File: src/rtl/lin_fbe_pkg.sv
package lin_fbe_pkg;
  typedef enum logic [1:0] {
    TX_IDLE  = 2'd0,
    TX_FRAME = 2'd1,
    TX_GAP   = 2'd2
  } tx_state_e;
endpackage

File: src/rtl/lin_fbe_sync.sv
module lin_fbe_sync #(
  parameter int STAGES = 2
) (
  input  logic clk,
  input  logic rst,
  input  logic d,
  output logic q
);
  logic [STAGES-1:0] chain;

  always_ff @(posedge clk) begin
    if (rst) chain <= '1;
    else     chain <= {chain[STAGES-2:0], d};
  end

  assign q = chain[STAGES-1];
endmodule

File: src/rtl/lin_fbe_bitcomp.sv
module lin_fbe_bitcomp #(
  parameter int OVS        = 16,
  parameter int EARLY_TICK = 9,
  parameter int LATE_TICK  = 13,
  parameter int PH_W       = $clog2(OVS + 1)
) (
  input  logic            clk,
  input  logic            rst,
  input  logic            rt_tick,
  input  logic            frame_busy,
  input  logic            det_en,
  input  logic            late_sample,
  input  logic [PH_W-1:0] ph,
  input  logic            txd,
  input  logic            rxd_s,
  input  logic            err_clr,
  output logic            err_hit,
  output logic            bit_err
);
  // ph holds the tick count already elapsed in the bit; the tick that
  // sees ph == N-1 is the N-th tick of the bit.
  localparam logic [PH_W-1:0] EARLY_PH = PH_W'(EARLY_TICK - 1);
  localparam logic [PH_W-1:0] LATE_PH  = PH_W'(LATE_TICK - 1);

  logic [PH_W-1:0] cmp_ph;

  assign cmp_ph  = late_sample ? LATE_PH : EARLY_PH;
  assign err_hit = rt_tick & frame_busy & det_en & (ph == cmp_ph) & (rxd_s != txd);

  always_ff @(posedge clk) begin
    if (rst)          bit_err <= 1'b0;
    else if (err_hit) bit_err <= 1'b1;
    else if (err_clr) bit_err <= 1'b0;
  end
endmodule

File: src/rtl/lin_fbe_txseq.sv
module lin_fbe_txseq
  import lin_fbe_pkg::*;
#(
  parameter int DATA_W = 8,
  parameter int OVS    = 16,
  parameter int PH_W   = $clog2(OVS + 1)
) (
  input  logic              clk,
  input  logic              rst,
  input  logic              rt_tick,
  input  logic              tx_en,
  input  logic              wr_en,
  input  logic [DATA_W-1:0] wr_data,
  input  logic              err_hit,
  input  logic              stop_on_err,
  input  logic              dbg_keep,
  output logic              txd,
  output logic              tx_empty,
  output logic              frame_busy,
  output logic [PH_W-1:0]   ph
);
  localparam int BIT_N = DATA_W + 2;
  localparam int BIT_W = $clog2(BIT_N);
  localparam logic [BIT_W-1:0] BIT_LAST  = BIT_W'(BIT_N - 1);
  localparam logic [BIT_W-1:0] DATA_LAST = BIT_W'(DATA_W);
  localparam logic [PH_W-1:0]  PH_LAST   = PH_W'(OVS);
  localparam logic [PH_W-1:0]  PH_FIRST  = PH_W'(1);

  tx_state_e         state;
  logic [BIT_W-1:0]  bidx;
  logic [DATA_W-1:0] shreg;
  logic [DATA_W-1:0] hold;
  logic              force_one;
  logic              abort_q;
  logic              gap_req;
  logic              char_end;
  logic              frame_stop;
  logic              launch;

  assign char_end   = rt_tick && (state != TX_IDLE) && (ph == PH_LAST) && (bidx == BIT_LAST);
  assign frame_stop = (state == TX_FRAME) && (abort_q || gap_req);
  assign launch     = rt_tick && tx_en && !tx_empty &&
                      ((state == TX_IDLE) || (char_end && !frame_stop));
  assign frame_busy = (state == TX_FRAME);

  always_ff @(posedge clk) begin
    if (rst) begin
      state     <= TX_IDLE;
      bidx      <= '0;
      ph        <= '0;
      shreg     <= '0;
      hold      <= '0;
      tx_empty  <= 1'b1;
      txd       <= 1'b1;
      force_one <= 1'b0;
      abort_q   <= 1'b0;
      gap_req   <= 1'b0;
    end else begin
      if (err_hit) begin
        if (stop_on_err) force_one <= 1'b1;
        if (!dbg_keep)   abort_q   <= 1'b1;
      end
      if (state == TX_FRAME && !tx_en) gap_req <= 1'b1;

      if (launch) begin
        state     <= TX_FRAME;
        ph        <= PH_FIRST;
        bidx      <= '0;
        shreg     <= hold;
        tx_empty  <= 1'b1;
        txd       <= 1'b0;
        force_one <= 1'b0;
        abort_q   <= 1'b0;
        gap_req   <= 1'b0;
      end else if (char_end) begin
        txd       <= 1'b1;
        ph        <= PH_FIRST;
        bidx      <= '0;
        force_one <= 1'b0;
        abort_q   <= 1'b0;
        gap_req   <= 1'b0;
        if (state == TX_FRAME && gap_req && !abort_q && tx_en) state <= TX_GAP;
        else                                                   state <= TX_IDLE;
        if (state == TX_FRAME && (abort_q || !tx_en)) tx_empty <= 1'b1;
      end else if (rt_tick && state != TX_IDLE) begin
        if (ph != PH_LAST) begin
          ph <= ph + 1'b1;
        end else begin
          ph   <= PH_FIRST;
          bidx <= bidx + 1'b1;
          if (bidx == DATA_LAST) begin
            txd <= 1'b1;
          end else begin
            txd   <= (state == TX_GAP) || force_one || shreg[0];
            shreg <= shreg >> 1;
          end
        end
      end

      if (wr_en) begin
        hold     <= wr_data;
        tx_empty <= 1'b0;
      end
    end
  end
endmodule

File: src/rtl/lin_fbe_tx.sv
module lin_fbe_tx #(
  parameter int DATA_W      = 8,
  parameter int OVS         = 16,
  parameter int SYNC_STAGES = 2,
  parameter int EARLY_TICK  = 9,
  parameter int LATE_TICK   = 13
) (
  input  logic              clk,
  input  logic              rst,
  input  logic              rt_tick,
  input  logic              wr_en,
  input  logic [DATA_W-1:0] wr_data,
  output logic              tx_empty,
  input  logic              tx_en,
  input  logic              det_en,
  input  logic              stop_on_err,
  input  logic              late_sample,
  input  logic              dbg_keep,
  input  logic              err_clr,
  input  logic              rxd,
  output logic              txd,
  output logic              bit_err
);
  localparam int PH_W = $clog2(OVS + 1);

  logic            rxd_s;
  logic            err_hit;
  logic            frame_busy;
  logic [PH_W-1:0] ph;

  lin_fbe_sync #(.STAGES(SYNC_STAGES)) u_sync (
    .clk(clk), .rst(rst), .d(rxd), .q(rxd_s)
  );

  lin_fbe_txseq #(.DATA_W(DATA_W), .OVS(OVS), .PH_W(PH_W)) u_seq (
    .clk(clk), .rst(rst), .rt_tick(rt_tick), .tx_en(tx_en),
    .wr_en(wr_en), .wr_data(wr_data), .err_hit(err_hit),
    .stop_on_err(stop_on_err), .dbg_keep(dbg_keep),
    .txd(txd), .tx_empty(tx_empty), .frame_busy(frame_busy), .ph(ph)
  );

  lin_fbe_bitcomp #(.OVS(OVS), .EARLY_TICK(EARLY_TICK), .LATE_TICK(LATE_TICK), .PH_W(PH_W)) u_cmp (
    .clk(clk), .rst(rst), .rt_tick(rt_tick), .frame_busy(frame_busy),
    .det_en(det_en), .late_sample(late_sample), .ph(ph), .txd(txd),
    .rxd_s(rxd_s), .err_clr(err_clr), .err_hit(err_hit), .bit_err(bit_err)
  );
endmodule

File: config.mk
export PLATFORM = sky130hd
export DESIGN_NAME = lin_fbe_tx
export DESIGN_NICKNAME = d
export VERILOG_FILES = /design/src/rtl/lin_fbe_pkg.sv /design/src/rtl/lin_fbe_sync.sv /design/src/rtl/lin_fbe_bitcomp.sv /design/src/rtl/lin_fbe_txseq.sv /design/src/rtl/lin_fbe_tx.sv
export SDC_FILE = /design/constraint.sdc
export NUM_CORES = 1
export LEC_CHECK = 0
export ABC_CLOCK_PERIOD_IN_PS = 2200
export BUFFER_PORTS_ARGS = -buffer_cell sky130_fd_sc_hd__buf_2
export CAP_MARGIN = 15
export CORE_MARGIN = 2
export CORE_UTILIZATION = 56
export DETAILED_ROUTE_END_ITERATION = 6
export PLACE_DENSITY = 0.77
export SYNTH_ARGS = -nofsm -noshare
export SYNTH_HDL_FRONTEND = slang
export SYNTH_SLANG_ARGS = --single-unit
File: constraint.sdc
create_clock -name clk -period 2.2 [get_ports clk]
set_input_delay 0.22 -clock clk [delete_from_list [all_inputs] [get_ports clk]]
set_output_delay 0.22 -clock clk [all_outputs]
set_load 0.005 [all_outputs]
==> impl_results.md, run 1 <==
- Commonest non-fill, non-tap cell in the layout: dfxtp_1
- Vias per cell: 5.95
- Hold EP: u_sync.chain[0]$_SDFF_PP1_
- Leak pwr: 0.703 nW
- Hold depth: 2
- Critical Path RT: 2.44 ns
- Post-synth EDFFs: 0
- Cts bufs inserted: 5
- Primary FF master, synth: dfxtp_1
- Placed cell area: 1760 sq um
- Post-synthesis mux area share: 9.03%
- DRT antenna net count: 0
- Async SR Flop Fraction: 0%
- Nature of the critical path endpoint: flip-flop
- Slowest cell on the critical path: o311a_1
- # setup viols final: 0
- Filler cells: 236
- N_diodes: 0
- Synth warn: 0
- RSZ-0062 raised after global routing: false
- Layout cells sized above 1: 18.9%
- FF-to-FF Start: u_seq.ph[1]$_SDFFE_PP0P_
- Via count: 1,351
- Clk sinks: 35
- First-pass GRT wire length: 6.26 mm
- # Post-CTS Setup Buffers: 0
- Number of library cell types mapped by synthesis: 44
- XOR/XNOR Fraction of Synth Area: 3.69%
- Cell Pwr Density: 629 nW/um^2
- Initial core utilization: 59.8%
- Commonest cells after routing, fill and taps aside: dfxtp_1 (35), buf_2 (21), nor2_1 (18), a21oi_1 (16), mux2i_1 (15)
- CP top delay family: compound AO/OA/AOI/OAI gates
- CP arrival: 2.17 ns
- Worst reg2reg setup slack: 0.27 ns
- HPWL Detailed: 2.56 mm
- DR WL/cell: 15.5 microns
- Die H: 58.5 microns
- Clock-pin slew on the worst setup and hold paths: 0.10 ns
- CP startpoint kind: flip-flop
- Clock Tree Buf Depth: 2
- Synth Area in Simple Gates: 21.4%
- Largest family of logic cells by synthesized area: simple AND/OR/NAND/NOR gates
- Syn Area/Cell: 9.61 sq um
- Seq/Total Area, Yosys: 42.1%
- Clock latency on the worst-skew pair: 0.34 ns
- Core area: 2780 sq um
- IO buf count: 21
- Initial antenna violation count: 0
- Drt total wl: 3.51 mm
- Hold Path Class: in -> reg
- Slew @ Worst Pin: 0.554 ns
- Maxcap violations: 0
- Final Hold Viols: 0
- Resize count post-CTS: 0
- Row cnt: 19
- Final core occ: 65.9%
- Die area: 3420 sq um
- CTS Hold Bufs: 0
- Placer Congestion: 0.929
- CTS H-tree depth: 2
- DR DRC count: 0
- Worst VDD drop: 0.488 mV
- CP max FO: 10
- Total gr overflow: 0
- Outcome: finished, final reports clean
- Max_slew headroom: 62.7%
- Slew Limit Fails: 0
- Fin crit period: 1.93 ns
- Vias in the first global route: 1,425
- Largest stage delay on the critical path: 0.48 ns
- Hold wc startpoint: rxd
- Post-synthesis cell area: 1660 sq um
- Crit path cell chain: inv_1 -> ha_1 -> and4bb_2 -> o311a_1 -> nor4_1 -> a311o_1
- Total Power: 0.00115 W
- RR Endpoint: u_seq.shreg[6]$_SDFFE_PP0P_
- DRT iter0 DRCs: 48
- Total Nets Final: 219
- First drt pass iteration count: 4
- Root Driver: clkbuf_4
- Final worst slack: 0.272 ns
- CTS tree: done
- Area Overhead vs Synth: 10.2%
- Syn Nets: 197
- Die width: 58.5 microns
- Critical path class: reg -> reg
- Ports: 22
- Post-place setup slack: 0.271 ns
- Pin count of the biggest net entering global routing: 24
- Layout Skew: 0.00693 ns
- Total GRT Usage: 24.1%
- Buf/Inv on CP: 1
- Synthesis-stage register bit count: 35
- Mapped Cells: 173
- Adder-cell area share of the yosys netlist: 3.76%
- Design Area, Final: 1830 sq um
- Setup TNS: 0 ns
- R2r worst-path depth: 6
- Period utilization: 87.6%
- Synth Area in Compound Gates: 14.7%
- FMAX: 519 MHz
-- synth_stat cells (all sizes together), types with 2 or more instances --
cell    count  area (sq um)
ha          5          62.6
nand3b      4          30.0
xor2        4          35.0
a21oi      16          80.1
buf         5          45.0
nand2       3          11.3
xnor2       3          26.3
or2         2          12.5
mux2i      15           150
nor2       19          73.8
nand4b      3          26.3
clkbuf      3          12.5
nand3       3          15.0
nand4       2          12.5
o21ai       5          25.0
a211oi      7          52.6
inv         8          30.0
nor3        8          45.0
nand2b      2          12.5
nor4        4          25.0
dfxtp      35           701
-- kinds of logic after synthesis --
| group | Yosys count |
|---|---|
| and+or+nand+nor | 57 |
| AOI/OAI and AO/OA | 38 |
| DFF | 35 |
| buffers and inverters | 16 |
| muxes | 15 |
| xor gates and xnor gates | 7 |
| adders and majority gates | 5 |
-- how the worst max path moves through the flow --
stage / cells past startpoint / start / to
2_1_floorplan: 6 / u_seq.ph[0]$_SDFFE_PP0P_ / u_seq.shreg[6]$_SDFFE_PP0P_
5_1_grt: 6 / u_seq.ph[0]$_SDFFE_PP0P_ / u_seq.shreg[4]$_SDFFE_PP0P_
3_5_place_dp: 6 / u_seq.ph[1]$_SDFFE_PP0P_ / u_seq.shreg[6]$_SDFFE_PP0P_
6_report: 6 / u_seq.ph[1]$_SDFFE_PP0P_ / u_seq.shreg[6]$_SDFFE_PP0P_
4_1_cts: 6 / u_seq.ph[1]$_SDFFE_PP0P_ / u_seq.shreg[5]$_SDFFE_PP0P_
3_3_place_gp: 6 / u_seq.ph[0]$_SDFFE_PP0P_ / u_seq.shreg[6]$_SDFFE_PP0P_
-- power by group --
group,leakage (nW),internal (W),switching (W)
clock,0.0386,0.000188,0.000206
sequential,0.285,0.000654,0.0000145
combinational,0.379,0.0000414,0.0000477
-- metrics by stage --
step	std cells	hold slack, ns
floorplan	173	0.324
global placement	219	0.393
detailed placement	219	0.414
CTS	227	0.0568
global route	227	0.0361
finish	227	0.0702
-- registers in the layout (all words and copies together), names as in the netlist, 2 cells and up --
name,cells
u_seq.hold,8
u_seq.shreg,8
u_seq.ph,5
u_seq.bidx,4
u_seq.state,2
u_sync.chain,2
-- layer usage --
metal / vias to the layer above / global-route usage [%] / routed length (microns)
li1: 668 / - / -
met1: 647 / 26.6 / 1470
met2: 26 / 42.2 / 1840
met3: 10 / 6.37 / 115
met4: 0 / 12.6 / 91
met5: - / 0 / 0
-- layout make-up --
cell class / instances / area, sq um / share of cell area [%]
multi-input cells: 122 / 875 / 47.7
flip-flops and latches: 35 / 701 / 38.2
repair buffers: 23 / 120 / 6.55
clock buffers: 8 / 68.8 / 3.75
well taps: 31 / 38.8 / 2.12
inverters: 8 / 30.0 / 1.64
-- worst register-to-register path, stage by stage (launching register included) --
cell and delay [ns]:
dfxtp_1 0.35, inv_1 0.07, ha_1 0.21, and4bb_2 0.31, o311a_1 0.49, nor4_1 0.11, a311o_1 0.28
Note: power is estimated with default switching activity, not from simulation.
==> inputs of run 2 (changes only) <==
--- a/config.mk
+++ b/config.mk
@@ -5,6 +5,7 @@
 export SDC_FILE = /design/constraint.sdc
 export NUM_CORES = 1
 export LEC_CHECK = 0
+export ABC_AREA = 1
 export ABC_CLOCK_PERIOD_IN_PS = 2200
 export BUFFER_PORTS_ARGS = -buffer_cell sky130_fd_sc_hd__buf_2
 export CAP_MARGIN = 15
==> impl_results.md, run 2 <==
- Total GRT Usage: 20.4%
- RR Endpoint: u_seq.shreg[1]$_SDFFE_PP0P_
- Setup TNS: 0 ns
- Final Hold Viols: 0
- First-pass GRT wire length: 5.33 mm
- Crit path top cell by count: nand2_1
- Main area contributors after synthesis: dfxtp_1 (41%), nand2_1 (8.1%), nor2_1 (6.1%)
- Number of library cell types mapped by synthesis: 37
- DRT iter0 DRCs: 58
- Clock-pin slew on the worst setup and hold paths: 0.10 ns
- Resize count post-CTS: 0
- Max_slew headroom: 72.5%
- Critical path class: reg -> reg
- Post-synthesis cell area: 1710 sq um
- First drt pass iteration count: 4
- Biggest regs: u_seq.hold x8, u_seq.shreg x8, u_seq.ph x5
- Clock Tree Buf Depth: 2
- Seq pwr share: 59.3%
- Slowest cell on the critical path: dfxtp_1
- Initial antenna violation count: 0
- DR DRC count: 0
- Final core occ: 63.0%
- Post-synth EDFFs: 0
- R2r worst-path depth: 11
- Vias in the first global route: 1,285
- DRT antenna net count: 0
- Area Overhead vs Synth: 9.49%
- CTS Hold Bufs: 0
- Via count: 1,427
- Period utilization: 86.4%
- Pin count of the biggest net entering global routing: 20
- Die H: 59.3 microns
- Commonest non-fill, non-tap cell in the layout: nand2_1
- Leak pwr: 0.824 nW
- Combinational share of power: 9.6%
- Mapped Cells: 222
- Critical Path RT: 2.45 ns
- Ports: 22
- Clock network fraction of total power: 31.1%
- N_diodes: 0
- Die width: 59.3 microns
- Most frequent cell after synthesis: nand2_1
- Switch share: 25.0%
- Largest stage delay on the critical path: 0.34 ns
- RSZ-0062 raised after global routing: false
- CTS H-tree depth: 2
- Async SR Flop Fraction: 0%
- Primary FF master, synth: dfxtp_1
- Yosys top cell by area: dfxtp_1
- Total Nets Final: 269
- # setup viols final: 0
- HPWL Detailed: 2.28 mm
- Maxcap violations: 0
- Total gr overflow: 0
- Layout cells sized above 1: 21.6%
- Clock latency on the worst-skew pair: 0.34 ns
- Root Driver: clkbuf_4
- Row cnt: 20
- Clk sinks: 35
- Hold wc startpoint: rxd
- Outcome: finished, final reports clean
- Placer Congestion: 0.777
- Slew Limit Fails: 0
- Syn Nets: 246
- Core area: 2980 sq um
- Syn Area/Cell: 7.72 sq um
- Layout Skew: 0.00243 ns
- Worst VDD drop: 0.438 mV
- Seq/Total Area, Yosys: 40.9%
- CP arrival: 2.15 ns
- Hold Path Class: in -> reg
- DR WL/cell: 11.4 microns
- Commonest cells post-synth: nand2_1 (37), dfxtp_1 (35), nor2_1 (28)
- Slew @ Worst Pin: 0.411 ns
- Vias per cell: 5.13
- Crit path cell chain: inv_1 -> ha_1 -> nand2_1 -> nor2_4 -> nand2_2 -> inv_2 -> nand2_1 -> o21ai_0 -> nand2_1 -> inv_1 -> nor2_1
- Worst reg2reg setup slack: 0.30 ns
- FMAX: 526 MHz
- Fin crit period: 1.90 ns
- Hold EP: u_sync.chain[0]$_SDFF_PP1_
- Hold depth: 2
- Die area: 3520 sq um
- CP startpoint kind: flip-flop
- Drt total wl: 3.17 mm
- Cell Pwr Density: 604 nW/um^2
- IO buf count: 21
- Initial core utilization: 57.6%
- Synth warn: 0
- Total net switching power: 0.000283 W
- Internal: 0.000851 W
- Nature of the critical path endpoint: flip-flop
- Cts bufs inserted: 5
- # Post-CTS Setup Buffers: 0
- CTS tree: done
- Synthesis-stage register bit count: 35
- Synth top area share: 40.9%
- Commonest cells after routing, fill and taps aside: nand2_1 (37), dfxtp_1 (35), nor2_1 (28), buf_2 (21), inv_1 (19)
- CP max FO: 12
- FF-to-FF Start: u_seq.ph[0]$_SDFFE_PP0P_
==> run 2: cell types whose count changed after synthesis, sizes merged, moves of 3 or more <==
cell,change
nand2,+39
nor2,+14
xor2,-3
nor3,-4
mux2i,-15
a211oi,-7
nand3,+13
inv,+18
o22ai,+3
nor4,-3
nand4b,-3
o21ai,+10
==> run 2: area by class of cell <==
type	count	area, sq um
Fill cell	264	1100
Multi-Input combinational cell	154	865
Clock inverter	1	5.00
Tap cell	33	41.3
Clock buffer	6	51.3
Sequential cell	35	701
Inverter	27	101
Timing Repair Buffer	22	113
==> run 2: layer usage <==
layer | global-route usage (%) | vias up | part of all wire, %
li1 | - | 770 | -
met1 | 25.1 | 621 | 49
met2 | 32.5 | 28 | 45
met3 | 5.90 | 8 | 3.9
met4 | 10.1 | 0 | 2.0
met5 | 0 | - | 0
==> run 2: logic make-up (layout without fill, tap and decap cells) <==
group | Yosys count | in the layout | share of synthesized area [%]
flip-flops | 35 | 35 | 40.9
XOR/XNOR | 2 | 2 | 1.02
AO/OA/AOI/OAI | 39 | 39 | 12.6
AND/OR/NAND/NOR | 108 | 108 | 33.1
buffers and inverters | 33 | 56 | 8.69
adder cells (fa/ha/maj) | 5 | 5 | 3.65
==> run 2: per-stage QoR <==
step	setup slack, ns	instance area [sq um]	cells	power, W	hold WS [ns]
after detailed placement	0.331	1820	271	0.000795	0.399
after global placement	0.399	1820	271	0.000794	0.401
after global routing	0.107	1880	278	0.00119	0.0527
after floorplan	0.661	1710	222	0.000761	0.324
after CTS	0.292	1880	278	0.00115	0.0476
final	0.298	1880	278	0.00113	0.0608
==> run 2: worst max-delay path by stage <==
stage	slack [ns]	end	depth (start not counted)	start
2_1_floorplan	0.66	u_seq.shreg[3]$_SDFFE_PP0P_	9	u_seq.bidx[0]$_SDFFE_PP0P_
3_3_place_gp	0.40	u_seq.shreg[1]$_SDFFE_PP0P_	11	u_seq.ph[0]$_SDFFE_PP0P_
3_5_place_dp	0.33	u_seq.shreg[1]$_SDFFE_PP0P_	11	u_seq.ph[0]$_SDFFE_PP0P_
4_1_cts	0.29	u_seq.shreg[1]$_SDFFE_PP0P_	11	u_seq.ph[0]$_SDFFE_PP0P_
5_1_grt	0.11	u_seq.txd$_SDFFE_PP1P_	9	u_seq.ph[0]$_SDFFE_PP0P_
6_report	0.30	u_seq.shreg[1]$_SDFFE_PP0P_	11	u_seq.ph[0]$_SDFFE_PP0P_
==> run 2: critical path: cells and delay by family (launching register included) <==
| family | cells | cell delay (ns) |
|---|---|---|
| simple gates | 6 | 0.74 |
| flops | 1 | 0.34 |
| buf+inv | 3 | 0.32 |
| compound gates | 1 | 0.24 |
| fa+ha+maj | 1 | 0.18 |
==> run 2: power groups by stage <==
| stage | sequential, W | clock (W) | combinational [W] |
|---|---|---|---|
| global placement | 0.000686 | 0 | 0.000108 |
| detailed placement | 0.000687 | 0 | 0.000108 |
| floorplan | 0.000684 | 0 | 0.0000773 |
| global route | 0.000676 | 0.000392 | 0.000123 |
| finish | 0.000672 | 0.000353 | 0.000108 |
| CTS | 0.000672 | 0.000365 | 0.000109 |
==> inputs of run 3 (changes only) <==
--- a/config.mk
+++ b/config.mk
@@ -10,9 +10,9 @@
 export BUFFER_PORTS_ARGS = -buffer_cell sky130_fd_sc_hd__buf_2
 export CAP_MARGIN = 15
 export CORE_MARGIN = 2
-export CORE_UTILIZATION = 56
+export CORE_UTILIZATION = 45
 export DETAILED_ROUTE_END_ITERATION = 6
-export PLACE_DENSITY = 0.77
+export PLACE_DENSITY = 0.64
 export SYNTH_ARGS = -nofsm -noshare
 export SYNTH_HDL_FRONTEND = slang
 export SYNTH_SLANG_ARGS = --single-unit
==> impl_results.md, run 3 (synthesized netlist as in run 2, its figures left out) <==
- Drt total wl: 3.21 mm
- Initial antenna violation count: 0
- FF-to-FF Start: u_seq.ph[0]$_SDFFE_PP0P_
- # setup viols final: 0
- # Post-CTS Setup Buffers: 0
- Core area: 3660 sq um
- N_diodes: 0
- DR DRC count: 0
- Post-place setup slack: 0.352 ns
- DRT antenna net count: 0
- IO buf count: 21
- Worst VDD drop: 0.370 mV
- HPWL Detailed: 2.35 mm
- Pin count of the biggest net entering global routing: 20
- Root Driver: clkbuf_8
- FMAX: 534 MHz
- Clock-pin slew on the worst setup and hold paths: 0.08 ns
- Outcome: finished, final reports clean
- Vias in the first global route: 1,294
- Fin crit period: 1.87 ns
- Hold wc startpoint: rxd
- Total Nets Final: 270
- Commonest cells after routing, fill and taps aside: nand2_1 (37), dfxtp_1 (35), nor2_1 (28), buf_2 (21), inv_1 (19)
- Max_slew headroom: 75.7%
- Clock latency on the worst-skew pair: 0.28 ns
- Non-filler instance count after layout: 295
- Nature of the critical path endpoint: flip-flop
- Final Hold Viols: 0
- Clk sinks: 35
- Hold Path Class: in -> reg
- Total GRT Usage: 17.0%
- Via count: 1,437
- Area Overhead vs Synth: 12.7%
- Critical path class: reg -> reg
- Slew Limit Fails: 0
- Die width: 65.7 microns
- Initial core utilization: 46.8%
- Layout Skew: 0.00846 ns
- Resize count post-CTS: 0
- First drt pass iteration count: 4
- Total Power: 0.00124 W
- Critical Path RT: 2.38 ns
- CP startpoint kind: flip-flop
- Setup TNS: 0 ns
- Die H: 65.7 microns
- Ports: 22
- Clock Tree Buf Depth: 2
- First-pass GRT wire length: 5.65 mm
- CP arrival: 2.05 ns
- Row cnt: 22
- Layout cells sized above 1: 21.9%
- Die area: 4320 sq um
- Cell Pwr Density: 640 nW/um^2
- CTS tree: done
- Biggest regs: u_seq.hold x8, u_seq.shreg x8, u_seq.ph x5
- DR WL/cell: 10.9 microns
- Period utilization: 85.1%
- Leak pwr: 0.835 nW
- Placer Congestion: 0.773
- RSZ-0062 raised after global routing: false
- Total gr overflow: 0
- CP max FO: 12
- Dpl cells: 287
- Maxcap violations: 0
- Cts bufs inserted: 5
- Commonest non-fill, non-tap cell in the layout: nand2_1
- DRT iter0 DRCs: 40
- CTS Hold Bufs: 0
- CTS H-tree depth: 2
- CP startpoint: u_seq.ph[0]$_SDFFE_PP0P_
- Final worst slack: 0.327 ns
- Vias per cell: 4.87
- Slew @ Worst Pin: 0.361 ns
-- run 3: changes by cell type in the layout (fill, tap and decap cells not counted), sizes merged --
cell and change:
clkinvlp +1, buf +1
-- run 3: worst max-delay path: stages, from the launching register on --
cell,delay [ns]
dfxtp_1,0.33
inv_1,0.09
ha_1,0.18
nand2_1,0.09
nor2_4,0.16
nand2_2,0.10
inv_2,0.17
nand2_1,0.26
o21ai_0,0.23
nand2_1,0.07
inv_1,0.05
nor2_1,0.03
-- run 3: final timing paths --
check	endpoint	slack, ns	cells past startpoint
setup / recovery	u_seq.shreg[1]$_SDFFE_PP0P_	0.33	11
hold reg to reg	u_sync.chain[1]$_SDFF_PP1_	0.41	1
hold / removal	u_sync.chain[0]$_SDFF_PP1_	0.11	2
setup reg to reg	u_seq.shreg[1]$_SDFFE_PP0P_	0.33	11
-- run 3: final cells by class --
type,instances,area [sq um]
Clock buffer,6,72.6
Inverter,27,101
Clock inverter,2,12.5
Tap cell,48,60.1
Timing Repair Buffer,23,120
Sequential cell,35,701
Fill cell,381,1730
Multi-Input combinational cell,154,865
-- run 3: power by group --
| group | switching, W | total (W) | internal (W) |
|---|---|---|---|
| Combinational | 0.0000632 | 0.000108 | 0.0000451 |
| Sequential | 0.0000148 | 0.000673 | 0.000658 |
| Clock | 0.000234 | 0.000455 | 0.000221 |
| Total | 0.000312 | 0.00124 | 0.000924 |
-- run 3: per-stage QoR --
stage	instance area [sq um]	util (%)	hold WS [ns]
after floorplan	1710	-	0.324
after global placement	1850	50.4	0.390
after detailed placement	1850	50.4	0.394
after CTS	1930	52.8	0.108
after global routing	1930	52.8	0.123
final	1930	52.8	0.112
-- run 3: layer usage --
metal | GRT usage [%] | part of all wire [%]
met2 | 26.1 | 45
met5 | 0 | 0
met4 | 6.25 | 1.3
met3 | 3.60 | 3.6
met1 | 23.3 | 50
